## src/rtl/burst_seq_pkg.sv

```systemverilog
package burst_seq_pkg;
  typedef enum logic {
    ORDER_LINEAR = 1'b0,
    ORDER_XOR    = 1'b1
  } order_e;

  // Map a start value and a beat count onto the sequenced low bits.
  function automatic logic [7:0] beat_map(input logic [7:0] start_v,
                                          input logic [7:0] beat_v,
                                          input order_e     ord,
                                          input int unsigned width);
    logic [7:0] raw;
    logic [7:0] mask;
    mask = 8'((9'd1 << width) - 9'd1);
    raw  = (ord == ORDER_XOR) ? (start_v ^ beat_v) : (start_v + beat_v);
    return raw & mask;
  endfunction
endpackage

```

## src/rtl/burst_base_reg.sv

```systemverilog
module burst_base_reg
  import burst_seq_pkg::*;
#(
  parameter int ADDR_W  = 15,
  parameter int BURST_W = 2
) (
  input  logic                      clk,
  input  logic                      rst,
  input  logic                      load_i,
  input  logic [ADDR_W-1:0]         base_i,
  input  logic                      order_i,
  output logic [ADDR_W-BURST_W-1:0] upper_nxt,
  output logic [BURST_W-1:0]        start_nxt,
  output order_e                    order_nxt
);
  localparam int UP_W = ADDR_W - BURST_W;

  logic [UP_W-1:0]    upper_q;
  logic [BURST_W-1:0] start_q;
  order_e             order_q;

  always_comb begin
    if (load_i) begin
      upper_nxt = base_i[ADDR_W-1:BURST_W];
      start_nxt = base_i[BURST_W-1:0];
      order_nxt = order_e'(order_i);
    end else begin
      upper_nxt = upper_q;
      start_nxt = start_q;
      order_nxt = order_q;
    end
  end

  always_ff @(posedge clk) begin
    if (rst) begin
      upper_q <= '0;
      start_q <= '0;
      order_q <= ORDER_LINEAR;
    end else begin
      upper_q <= upper_nxt;
      start_q <= start_nxt;
      order_q <= order_nxt;
    end
  end
endmodule

```

## src/rtl/burst_beat_cnt.sv

```systemverilog
module burst_beat_cnt #(
  parameter int BURST_W = 2
) (
  input  logic               clk,
  input  logic               rst,
  input  logic               load_i,
  input  logic               step_i,
  output logic [BURST_W-1:0] beat_nxt
);
  logic [BURST_W-1:0] beat_q;

  always_comb begin
    if (load_i)      beat_nxt = '0;
    else if (step_i) beat_nxt = beat_q + 1'b1;
    else             beat_nxt = beat_q;
  end

  always_ff @(posedge clk) begin
    if (rst) beat_q <= '0;
    else     beat_q <= beat_nxt;
  end
endmodule

```

## src/rtl/burst_low_map.sv

```systemverilog
module burst_low_map
  import burst_seq_pkg::*;
#(
  parameter int BURST_W = 2
) (
  input  logic [BURST_W-1:0] start_i,
  input  logic [BURST_W-1:0] beat_i,
  input  order_e             order_i,
  output logic [BURST_W-1:0] low_o
);
  generate
    if (BURST_W == 1) begin : g_single
      assign low_o = start_i ^ beat_i;
    end else begin : g_multi
      logic [7:0] mapped;
      assign mapped = beat_map(8'(start_i), 8'(beat_i), order_i, BURST_W);
      assign low_o  = mapped[BURST_W-1:0];
    end
  endgenerate
endmodule

```

## src/rtl/burst_addr_seq.sv

```systemverilog
module burst_addr_seq
  import burst_seq_pkg::*;
#(
  parameter int ADDR_W  = 15,
  parameter int BURST_W = 2
) (
  input  logic              clk,
  input  logic              rst,
  input  logic              load_i,
  input  logic              step_i,
  input  logic              order_i,
  input  logic [ADDR_W-1:0] base_i,
  output logic [ADDR_W-1:0] addr_o
);
  localparam int UP_W = ADDR_W - BURST_W;

  logic [UP_W-1:0]    upper_nxt;
  logic [BURST_W-1:0] start_nxt;
  logic [BURST_W-1:0] beat_nxt;
  logic [BURST_W-1:0] low_nxt;
  order_e             order_nxt;

  burst_base_reg #(.ADDR_W(ADDR_W), .BURST_W(BURST_W)) u_base (
    .clk(clk), .rst(rst), .load_i(load_i), .base_i(base_i),
    .order_i(order_i), .upper_nxt(upper_nxt), .start_nxt(start_nxt),
    .order_nxt(order_nxt)
  );

  burst_beat_cnt #(.BURST_W(BURST_W)) u_beat (
    .clk(clk), .rst(rst), .load_i(load_i), .step_i(step_i),
    .beat_nxt(beat_nxt)
  );

  burst_low_map #(.BURST_W(BURST_W)) u_map (
    .start_i(start_nxt), .beat_i(beat_nxt), .order_i(order_nxt),
    .low_o(low_nxt)
  );

  always_ff @(posedge clk) begin
    if (rst) addr_o <= '0;
    else     addr_o <= {upper_nxt, low_nxt};
  end
endmodule

```

## config.mk

```make
export PLATFORM = sky130hd
export DESIGN_NAME = burst_addr_seq
export DESIGN_NICKNAME = d
export VERILOG_FILES = /design/src/rtl/burst_seq_pkg.sv /design/src/rtl/burst_base_reg.sv /design/src/rtl/burst_beat_cnt.sv /design/src/rtl/burst_low_map.sv /design/src/rtl/burst_addr_seq.sv
export SDC_FILE = /design/constraint.sdc
export NUM_CORES = 1
export LEC_CHECK = 0
export BUFFER_PORTS_ARGS = -buffer_cell sky130_fd_sc_hd__clkbuf_2
export CORE_AREA = 2 2 46 48
export DETAILED_ROUTE_END_ITERATION = 7
export DIE_AREA = 0 0 48 50
export GPL_ROUTABILITY_DRIVEN = 0
export PLACE_DENSITY = 0.81
export SYNTH_ARGS = -nofsm -noshare
export SYNTH_HDL_FRONTEND = slang
export SYNTH_SLANG_ARGS = --single-unit
```

## constraint.sdc

```tcl
create_clock -name clk -period 1.85 [get_ports clk]
set_input_delay 0 -clock clk [delete_from_list [all_inputs] [get_ports clk]]
set_output_delay 0 -clock clk [all_outputs]
set_load 0.005 [all_outputs]
```

* Word-level counts from Yosys, hierarchy flattened
Index checks and enable logic that the tools add are counted.
Storage, ports and cells: flip-flop bits (word level) 33, output and inout port bits 15, word-level logic and storage cells 14
Operators by class: add/sub/neg operators 2, muxes and demuxes 6, bitwise operators 1
Operators with widths (count):
- 13-bit two-way mux | 1
- 2-bit two-way mux | 4
- 2-bit by 1-bit adder with 2-bit output, second input constant | 1
- 2-bit adder | 1
- 2-bit bitwise XOR | 1
- 1-bit two-way mux | 1

* Depth between registers and ports, before layout
Gate-level depths: netlist of the first run.
depth after elaboration 5, mapped depth 8, gate-level depth less buffers 7

* Modules after synthesis
A second synthesis of the first run with hierarchy kept.
Unflattened totals: cell total of the unflattened synthesis 95, area, all modules 1313.8 sq um
Modules (own cells, without submodules):
- burst_base_reg | times used 1, cells each 51, area each 752.0 sq um, seq. area each 320.3 sq um
- burst_addr_seq | times used 1, cells each 31, area each 432.9 sq um, seq. area each 300.3 sq um
- burst_beat_cnt | times used 1, cells each 9, area each 92.6 sq um, seq. area each 40.0 sq um
- burst_low_map | times used 1, cells each 4, area each 36.3 sq um, seq. area each 0.0 sq um

* Least setup slack after synthesis of the first run
No wires, ideal clock.
path type register to register, start register u_base.start_q[0], end register addr_o[1], setup time 123 ps, arrival time 1416 ps, path slack 311 ps, stages on the path, launching flop included 7, buffers on the path 0, period minus slack after synthesis 1539 ps, cell sequence dfxtp_1 > mux2_2 > ha_1 > nor2b_1 > xnor2_1 > mux2i_1 > mux2_1
On the way: longest elaborated chain between the ends 3
Ends and longest elaborated chain:
- start, declared | RTL line burst_base_reg.sv:19 | logic [BURST_W-1:0] start_q;
- start signal, assigned | RTL line burst_base_reg.sv:41 | start_q <= start_nxt;
- 2-bit two-way mux | RTL line burst_base_reg.sv:23 | if (load_i) begin
- net start_nxt[0] | RTL line burst_addr_seq.sv:18 | logic [BURST_W-1:0] start_nxt;
- 2-bit adder | RTL line burst_seq_pkg.sv:15 | raw = (ord == ORDER_XOR) ? (start_v ^ beat_v) : (start_v + beat_v);
- 2-bit two-way mux | RTL line burst_seq_pkg.sv:15
- end signal, assigned | RTL line burst_addr_seq.sv:41 | else addr_o <= {upper_nxt, low_nxt};
- end, declared | RTL line burst_addr_seq.sv:13 | output logic [ADDR_W-1:0] addr_o
The timed path passes the listed nets, and every way through them passes these cells. A chain may end at the register's enable or synchronous reset.

* Worst setup path after layout of the first run
start register u_beat.beat_q[0], end register addr_o[1]
On the way: longest elaborated chain between the ends 5, elaborated cells between the ends (all ways) 6
Ends and longest elaborated chain:
- start, declared | RTL line burst_beat_cnt.sv:10 | logic [BURST_W-1:0] beat_q;
- start signal, assigned | RTL line burst_beat_cnt.sv:20 | else beat_q <= beat_nxt;
- 2-bit by 1-bit adder with 2-bit output | RTL line burst_beat_cnt.sv:14 | else if (step_i) beat_nxt = beat_q + 1'b1;
- 2-bit two-way mux * | RTL line burst_beat_cnt.sv:14
- 2-bit two-way mux * | RTL line burst_beat_cnt.sv:13 | if (load_i) beat_nxt = '0;
- net beat_nxt[0] | RTL line burst_addr_seq.sv:19 | logic [BURST_W-1:0] beat_nxt;
- 2-bit adder * | RTL line burst_seq_pkg.sv:15
- 2-bit two-way mux * | RTL line burst_seq_pkg.sv:15
Mark *: on every way through the listed nets, which the timed path passes. The rest lies on a longest branch.

==> results.txt, run 1 <==
final worst clock skew - 0.00817 ns
clock transition time at the flip-flop clock pins of the worst setup and hold paths - 0.11 ns
worst hold path endpoint - u_beat.beat_q[0]
measured slew at the worst slew-check pin - 0.392 ns
number of global-route vias before repair - 716
die area - 0.00240 sq mm
synthesized-area fraction occupied by ao, oa, aoi and oai cells - 0%
post-route setup TNS - 0 ns
ordered cell list for the critical path - xnor2_1, nor2_1, ha_1, nor2b_1, xnor2_1, mux2i_1, mux2_1
unrepaired setup endpoints after global routing - false
worst-case clock buffer depth - 2
achievable frequency - 603 MHz
Hold Startpoint - step_i
number of optimization iterations in the first detailed-route pass - 2
overall power consumption - 851 uW
antenna violations before repair - 0
startpoint of the lowest-slack register-to-register path - u_beat.beat_q[0]
Synth-to-Final Area Change - 47.2%
DPL Wire Length - 1080 um
DIE WIDTH - 48 um
Rows - 16
slowest library cell on the worst path - sky130_fd_sc_hd__dfxtp_1
portion of netlist area occupied by mux cells - 24.8%
overflow left after global routing - 0
simple-gate area share of the yosys netlist - 14.7%
Post-Syn Area per Cell - 10.6 sq um
largest family of logic cells by synthesized area - multiplexers
Critical Path End Type - flip-flop
die extent in y - 50 um
I/O Pins - 35
FF+latch count, synth - 20
number of nets at the end of the flow - 145
Filler cells - 166
critical path peak fanout - 2
drt wl/cell - 11.0 um
classification of the worst setup path - flip-flop to flip-flop
via count of the routed design - 674
origin of the worst setup path - u_beat.beat_q[0]
Worst EP required - 2.04 ns
number of cells upsized or downsized after cts - 0
ratio of total power to cell area - 744 mW/mm^2
Final period util - 89.6%
Worst path max stage delay - 0.34 ns
Max Cap Violations - 0
net count of the mapped netlist - 94
clock buffers created by TritonCTS - 3
endpoint of the most critical register-to-register path - addr_o[1]
number of clock sinks - 20
post-route antenna net violation count - 0
cell chosen for the clock root - sky130_fd_sc_hd__clkbuf_4
source-to-sink clock delay at the later pin of the worst-skew pair - 0.29 ns
overall fraction of global-route tracks in use - 16.1%
Critical Path Start Type - flip-flop
VDD IR max - 345 uV
most common cell type on the critical path - sky130_fd_sc_hd__xnor2_1
detailed-route DRC error count - 0
synth warn - 0
Post-CTS Setup Inserts - 0
arrival time at the worst endpoint - 1.85 ns
maximum number of pins on one net before global-route repair - 21
layout cell share with drive strength beyond 1 - 32.5%
Leakage - 0.000576 uW
most frequent standard cell in the layout excluding fill and tap cells - sky130_fd_sc_hd__clkbuf_2
Pins Over Slew Limit - 0
Tightest Hold Check Type - input pin to flip-flop
vias per cell - 4.49
worst-case reg-to-reg path depth - 7
final worst path period need - 1.66 ns
worst hold margin - 0.0341 ns
Final Routed Wirelength - 1650 um
sequential fraction of the synthesis area - 51.5%
endpoints failing hold - 0
synthesized-area fraction occupied by adder cells - 1.61%
core area - 0.00190 sq mm
total standard cell area after synthesis - 777 sq um
total number of H-tree levels - 1
CTS tree - built
initial standard-cell utilization of the core - 40.9%
status - finished clean
post-synthesis xor/xnor area fraction - 3.38%
Antenna diodes - 0
post-synthesis instance total - 73
wire length of the first global-routing pass - 2700 um
flop2flop setup slack - 0.19 ns
unique cell type count in the Yosys netlist - 13
number of cells traversed by the worst hold path - 3
I/O Buffers - 34
most frequent cells in the layout - sky130_fd_sc_hd__clkbuf_2 (34), sky130_fd_sc_hd__dfxtp_1 (20), sky130_fd_sc_hd__nor2_1 (18)
DRC marker count from the first detailed-route iteration - 2
final setup violation count - 0
remaining max-slew budget at the tightest pin - 73.8%
-- cells in the mapped netlist --
| cell | count | area share [%] |
|---|---|---|
| sky130_fd_sc_hd__nor3_1 | 1 | 0.64 |
| sky130_fd_sc_hd__buf_1 | 1 | 0.48 |
| sky130_fd_sc_hd__dfxtp_1 | 20 | 52 |
| sky130_fd_sc_hd__mux2_2 | 1 | 1.4 |
| sky130_fd_sc_hd__ha_1 | 1 | 1.6 |
| sky130_fd_sc_hd__mux2i_1 | 17 | 22 |
| sky130_fd_sc_hd__buf_6 | 2 | 2.9 |
| sky130_fd_sc_hd__nand2_1 | 1 | 0.48 |
| sky130_fd_sc_hd__buf_2 | 1 | 0.64 |
| sky130_fd_sc_hd__nor2b_1 | 6 | 4.8 |
| sky130_fd_sc_hd__mux2_1 | 1 | 1.4 |
| sky130_fd_sc_hd__nor2_1 | 18 | 8.7 |
| sky130_fd_sc_hd__xnor2_1 | 3 | 3.4 |
-- final cells by class --
cell class | instances | area, sq um | area share, %
sequential | 20 | 400 | 35.0
multi-input combinational | 49 | 345 | 30.2
timing repair buffer | 50 | 328 | 28.7
clock buffer | 4 | 36.3 | 3.17
tap | 27 | 33.8 | 2.95
-- per-layer routing --
metal / global-route usage (%) / part of all wire (%) / vias up / wire, um
li1: - / - / 338 / -
met1: 14.0 / 40 / 307 / 656
met2: 29.8 / 51 / 23 / 849
met3: 3.66 / 5.1 / 6 / 84
met4: 10.4 / 3.6 / 0 / 59
met5: 0 / 0 / - / 0
-- worst max-delay path, delay by kind of cell (launching register included) --
kind | cells | cell delay (ns)
mux | 2 | 0.47
flops | 1 | 0.34
xor+xnor | 2 | 0.33
fa+ha+maj | 1 | 0.20
simple gates | 2 | 0.22
-- state kept, by name (all words and copies together), names as in the netlist --
name and count:
u_base.order_q 1, addr_o 2, u_base.start_q 2, u_beat.beat_q 2
u_base.upper_q 13
-- cell families (layout without fill, tap and decap cells) --
family,count (synthesis),after routing
and+or+nand+nor,26,26
DFF,20,20
muxes,19,19
buffers and inverters,4,54
xor gates and xnor gates,3,3
adders and majority gates,1,1
-- metrics by stage --
| stage | worst slack (ns) | instances | utilization, % | area (sq um) |
|---|---|---|---|---|
| 2_1_floorplan | 0.311 | 73 | - | 777 |
| 3_3_place_gp | 0.286 | 131 | 50.3 | 957 |
| 3_5_place_dp | 0.208 | 131 | 50.3 | 957 |
| 4_1_cts | 0.183 | 150 | 60.1 | 1140 |
| 5_1_grt | 0.114 | 150 | 60.1 | 1140 |
| 6_report | 0.193 | 150 | 60.1 | 1140 |
-- worst max path at each step --
| stage | to | slack [ns] | depth (start not counted) |
|---|---|---|---|
| global route | addr_o[1] | 0.11 | 7 |
| CTS | addr_o[1] | 0.18 | 7 |
| detailed placement | addr_o[1] | 0.21 | 7 |
| finish | addr_o[1] | 0.19 | 7 |
| global placement | addr_o[1] | 0.29 | 6 |
| floorplan | addr_o[1] | 0.31 | 6 |
-- report_power, final --
group / internal [uW] / total, uW / switching [uW]
logic: 82.1 / 138 / 55.7
clock network: 120 / 245 / 125
registers: 457 / 468 / 11.7
-- what timing repair did --
item                       in CTS  in global routing
hold endpoints to repair       15                  0
hold buffers                   15                  0
setup endpoints to repair       0                  0
(Power assumes the default switching activity.)
==> run 2: changes to the inputs <==
- CORE_AREA: 2 2 46 48 -> 2 2 54 56
- DIE_AREA: 0 0 48 50 -> 0 0 56 58
- PLACE_DENSITY: 0.81 -> 0.86
- SYNTH_HIERARCHICAL: not set -> 1
- TNS_END_PERCENT: not set -> 50
==> results.txt, run 2 <==
status - finished clean
via count of the routed design - 759 (+13%)
number of flip-flops in the largest register - 15 (+2)
antenna violations before repair - 0 (unchanged)
cell chosen for the clock root - sky130_fd_sc_hd__clkbuf_4
sequential fraction of the synthesis area - 50.3% (-1.2 points)
endpoints failing hold - 0 (unchanged)
endpoint of the most critical register-to-register path - addr_o[1]
DPL Wire Length - 1350 um (+25%)
most used standard cell by instance count after synthesis - sky130_fd_sc_hd__dfxtp_1
Worst EP required - 2.08 ns (+0.04 ns)
overall fraction of global-route tracks in use - 13.6% (-2.5 points)
Hold Startpoint - base_i[4]
Final Routed Wirelength - 1820 um (+10%)
clock transition time at the flip-flop clock pins of the worst setup and hold paths - 0.10 ns (about the same)
CTS tree - built
maximum number of pins on one net before global-route repair - 18 (-14%)
I/O Pins - 35 (unchanged)
post-route antenna net violation count - 0 (unchanged)
Post-Syn Area per Cell - 13.8 sq um (+30%)
detailed-route DRC error count - 0 (unchanged)
Max Cap Violations - 0 (unchanged)
layout cell share with drive strength beyond 1 - 60.0% (+27 points)
Tightest Hold Check Type - input pin to flip-flop
most frequent standard cell in the layout excluding fill and tap cells - sky130_fd_sc_hd__clkbuf_2
Critical Path End Type - flip-flop
async set-reset flop share out of synthesis - 0% (unchanged)
unrepaired setup endpoints after global routing - false
Pins Over Slew Limit - 0 (unchanged)
top post-synthesis cells by count - sky130_fd_sc_hd__dfxtp_1 (33), sky130_fd_sc_hd__mux2_4 (10), sky130_fd_sc_hd__nor2b_1 (10), sky130_fd_sc_hd__nor2b_4 (10), sky130_fd_sc_hd__nor2b_2 (7)
# hold bufs at CTS - 0 (-15)
post-synthesis instance total - 95 (+30%)
core area - 0.00266 sq mm (+40%)
ranking of synthesized cells by area - sky130_fd_sc_hd__dfxtp_1 (50%), sky130_fd_sc_hd__mux2_4 (11%), sky130_fd_sc_hd__nor2b_4 (10%), sky130_fd_sc_hd__mux2_2 (5.1%), sky130_fd_sc_hd__nor2b_1 (4.8%)
Leakage - 0.000728 uW (+26%)
initial standard-cell utilization of the core - 49.3% (+8.5 points)
Synth-to-Final Area Change - 18.6%
number of optimization iterations in the first detailed-route pass - 3 (+1)
Critical Path Start Type - flip-flop
Worst path max stage delay - 0.35 ns (about the same)
clock buffers created by TritonCTS - 5 (+2)
post-route setup TNS - 0 ns (unchanged)
I/O Buffers - 34 (unchanged)
most frequent cells in the layout - sky130_fd_sc_hd__clkbuf_2 (34), sky130_fd_sc_hd__dfxtp_1 (33), sky130_fd_sc_hd__nor2b_1 (10), sky130_fd_sc_hd__mux2_4 (10), sky130_fd_sc_hd__nor2b_4 (10)
number of nets at the end of the flow - 155 (+6.9%)
Antenna diodes - 0 (unchanged)
total standard cell area after synthesis - 0.00131 sq mm (+69%)
total number of H-tree levels - 2 (+1)
vias per cell - 4.57 (+1.8%)
arrival time at the worst endpoint - 1.55 ns (-0.30 ns)
depth of the critical timing path with buffers and inverters included - 6 (-1)
registers with the most flip-flops - addr_o: 15 flops, u_base/upper_q: 13 flops
critical path peak fanout - 3 (+1)
ratio of total power to cell area - 890 mW/mm^2 (+20%)
number of cells upsized or downsized after cts - 0 (unchanged)
overall power consumption - 1390 uW (+63%)
leading register cell type out of synthesis - sky130_fd_sc_hd__dfxtp_1
Reg with most FFs - addr_o
drt wl/cell - 11.0 um (-0.16%)
worst hold path endpoint - addr_o[4]
number of global-route vias before repair - 741 (+3.5%)
remaining max-slew budget at the tightest pin - 75.2% (+1.3 points)
worst-case clock buffer depth - 2 (unchanged)
die extent in y - 58 um (+16%)
final setup violation count - 0 (unchanged)
Worst Path Buf+Inv - 0 (unchanged)
fraction of post-synthesis cell area in the top cell type by area - 50.3% (-1.2 points)
flop2flop setup slack - 0.53 ns (+0.34 ns)
net count of the mapped netlist - 116 (+23%)
FF+latch count, synth - 33 (+65%)
area leader, netlist - sky130_fd_sc_hd__dfxtp_1
gate family responsible for the most delay along the worst path - simple AND/OR/NAND/NOR gates
worst-case reg-to-reg path depth - 6 (-1)
ordered cell list for the critical path - xnor2_1, nor2_1, ha_1, nor2b_1, xnor2_1, and2b_2
number of clock sinks - 33 (+65%)
classification of the worst setup path - flip-flop to flip-flop
measured slew at the worst slew-check pin - 0.373 ns (-0.0199 ns)
source-to-sink clock delay at the later pin of the worst-skew pair - 0.32 ns (+0.03 ns)
Post-CTS Setup Inserts - 0 (unchanged)
synth warn - 6 (+6)
Final period util - 71.2% (-18 points)
die area - 0.00325 sq mm (+35%)
number of cells traversed by the worst hold path - 3 (unchanged)
wire length of the first global-routing pass - 3260 um (+21%)
VDD IR max - 672 uV (+95%)
final worst clock skew - 0.00702 ns (-0.00115 ns)
final worst path period need - 1.32 ns (-0.340 ns)
DIE WIDTH - 56 um (+17%)
DRC marker count from the first detailed-route iteration - 10 (+8)
most common cell type on the critical path - sky130_fd_sc_hd__xnor2_1
Post-synth EDFFs - 0 (unchanged)
Rows - 19 (+3)
achievable frequency - 759 MHz (+26%)
slowest library cell on the worst path - sky130_fd_sc_hd__dfxtp_1
overflow left after global routing - 0 (unchanged)
unique cell type count in the Yosys netlist - 19 (+6)
startpoint of the lowest-slack register-to-register path - u_beat/beat_q[0]
run 2: changes by cell type after synthesis, sizes merged, moves of 5 or more:
cell   change
mux2i     -17
mux2      +14
nor2      -17
dfxtp     +13
nor2b     +21
and2b      +5
run 2: how the worst max path moves through the flow:
stage,from,endpoint,slack [ns]
final,u_beat/beat_q[0],addr_o[1],0.53
after global routing,u_beat/beat_q[0],addr_o[1],0.42
after CTS,u_beat/beat_q[0],addr_o[1],0.53
after detailed placement,load_i,addr_o[1],0.53
after global placement,load_i,addr_o[1],0.55
after floorplan,u_base/start_q[0],addr_o[1],0.61
run 2: power breakdown:
part	switching, uW	total, uW	internal [uW]
Sequential	11.6	764	753
Clock	220	440	220
Combinational	67.7	182	114
Total	299	1390	1090
run 2: stage by stage:
stage               utilization, %  cells  setup slack [ns]  cell area [sq um]  hold WS (ns)
floorplan                        -     95             0.613               1310        0.0643
global placement              55.9    158             0.549               1490         0.352
detailed placement            55.9    158             0.525               1490         0.351
CTS                           58.5    166             0.533               1560       0.00351
global route                  58.5    166             0.424               1560       0.00948
finish                        58.5    166             0.533               1560        0.0246
run 2: cell families after synthesis:
family	synth area share [%]
AOI/OAI and AO/OA	2.09
xor gates and xnor gates	2.00
adders and majority gates	0.952
buffers and inverters	3.81
DFF	50.3
muxes	16.6
and+or+nand+nor	24.3
run 2: layout make-up:
cell class                 instances  area (sq um)
tap                               31          38.8
clock buffer                       7          65.1
timing repair buffer              36           185
fill                             235          1100
multi-input combinational         58           603
clock inverter                     1          5.00
sequential                        33           661
run 2: worst register-to-register path, stage by stage (launching register included):
cell                      delay [ns]
sky130_fd_sc_hd__dfxtp_1        0.35
sky130_fd_sc_hd__xnor2_1        0.21
sky130_fd_sc_hd__nor2_1         0.07
sky130_fd_sc_hd__ha_1           0.17
sky130_fd_sc_hd__nor2b_1        0.13
sky130_fd_sc_hd__xnor2_1        0.11
sky130_fd_sc_hd__and2b_2        0.18
run 2: layer usage:
metal,global-route usage [%],wire length (um),share of wire [%],vias up
met1,15.1,796,44,338
met4,8.16,23,1.3,0
met3,7.37,174,9.5,2
met5,0,0,0,-
met2,20.7,828,45,31
li1,-,-,-,388
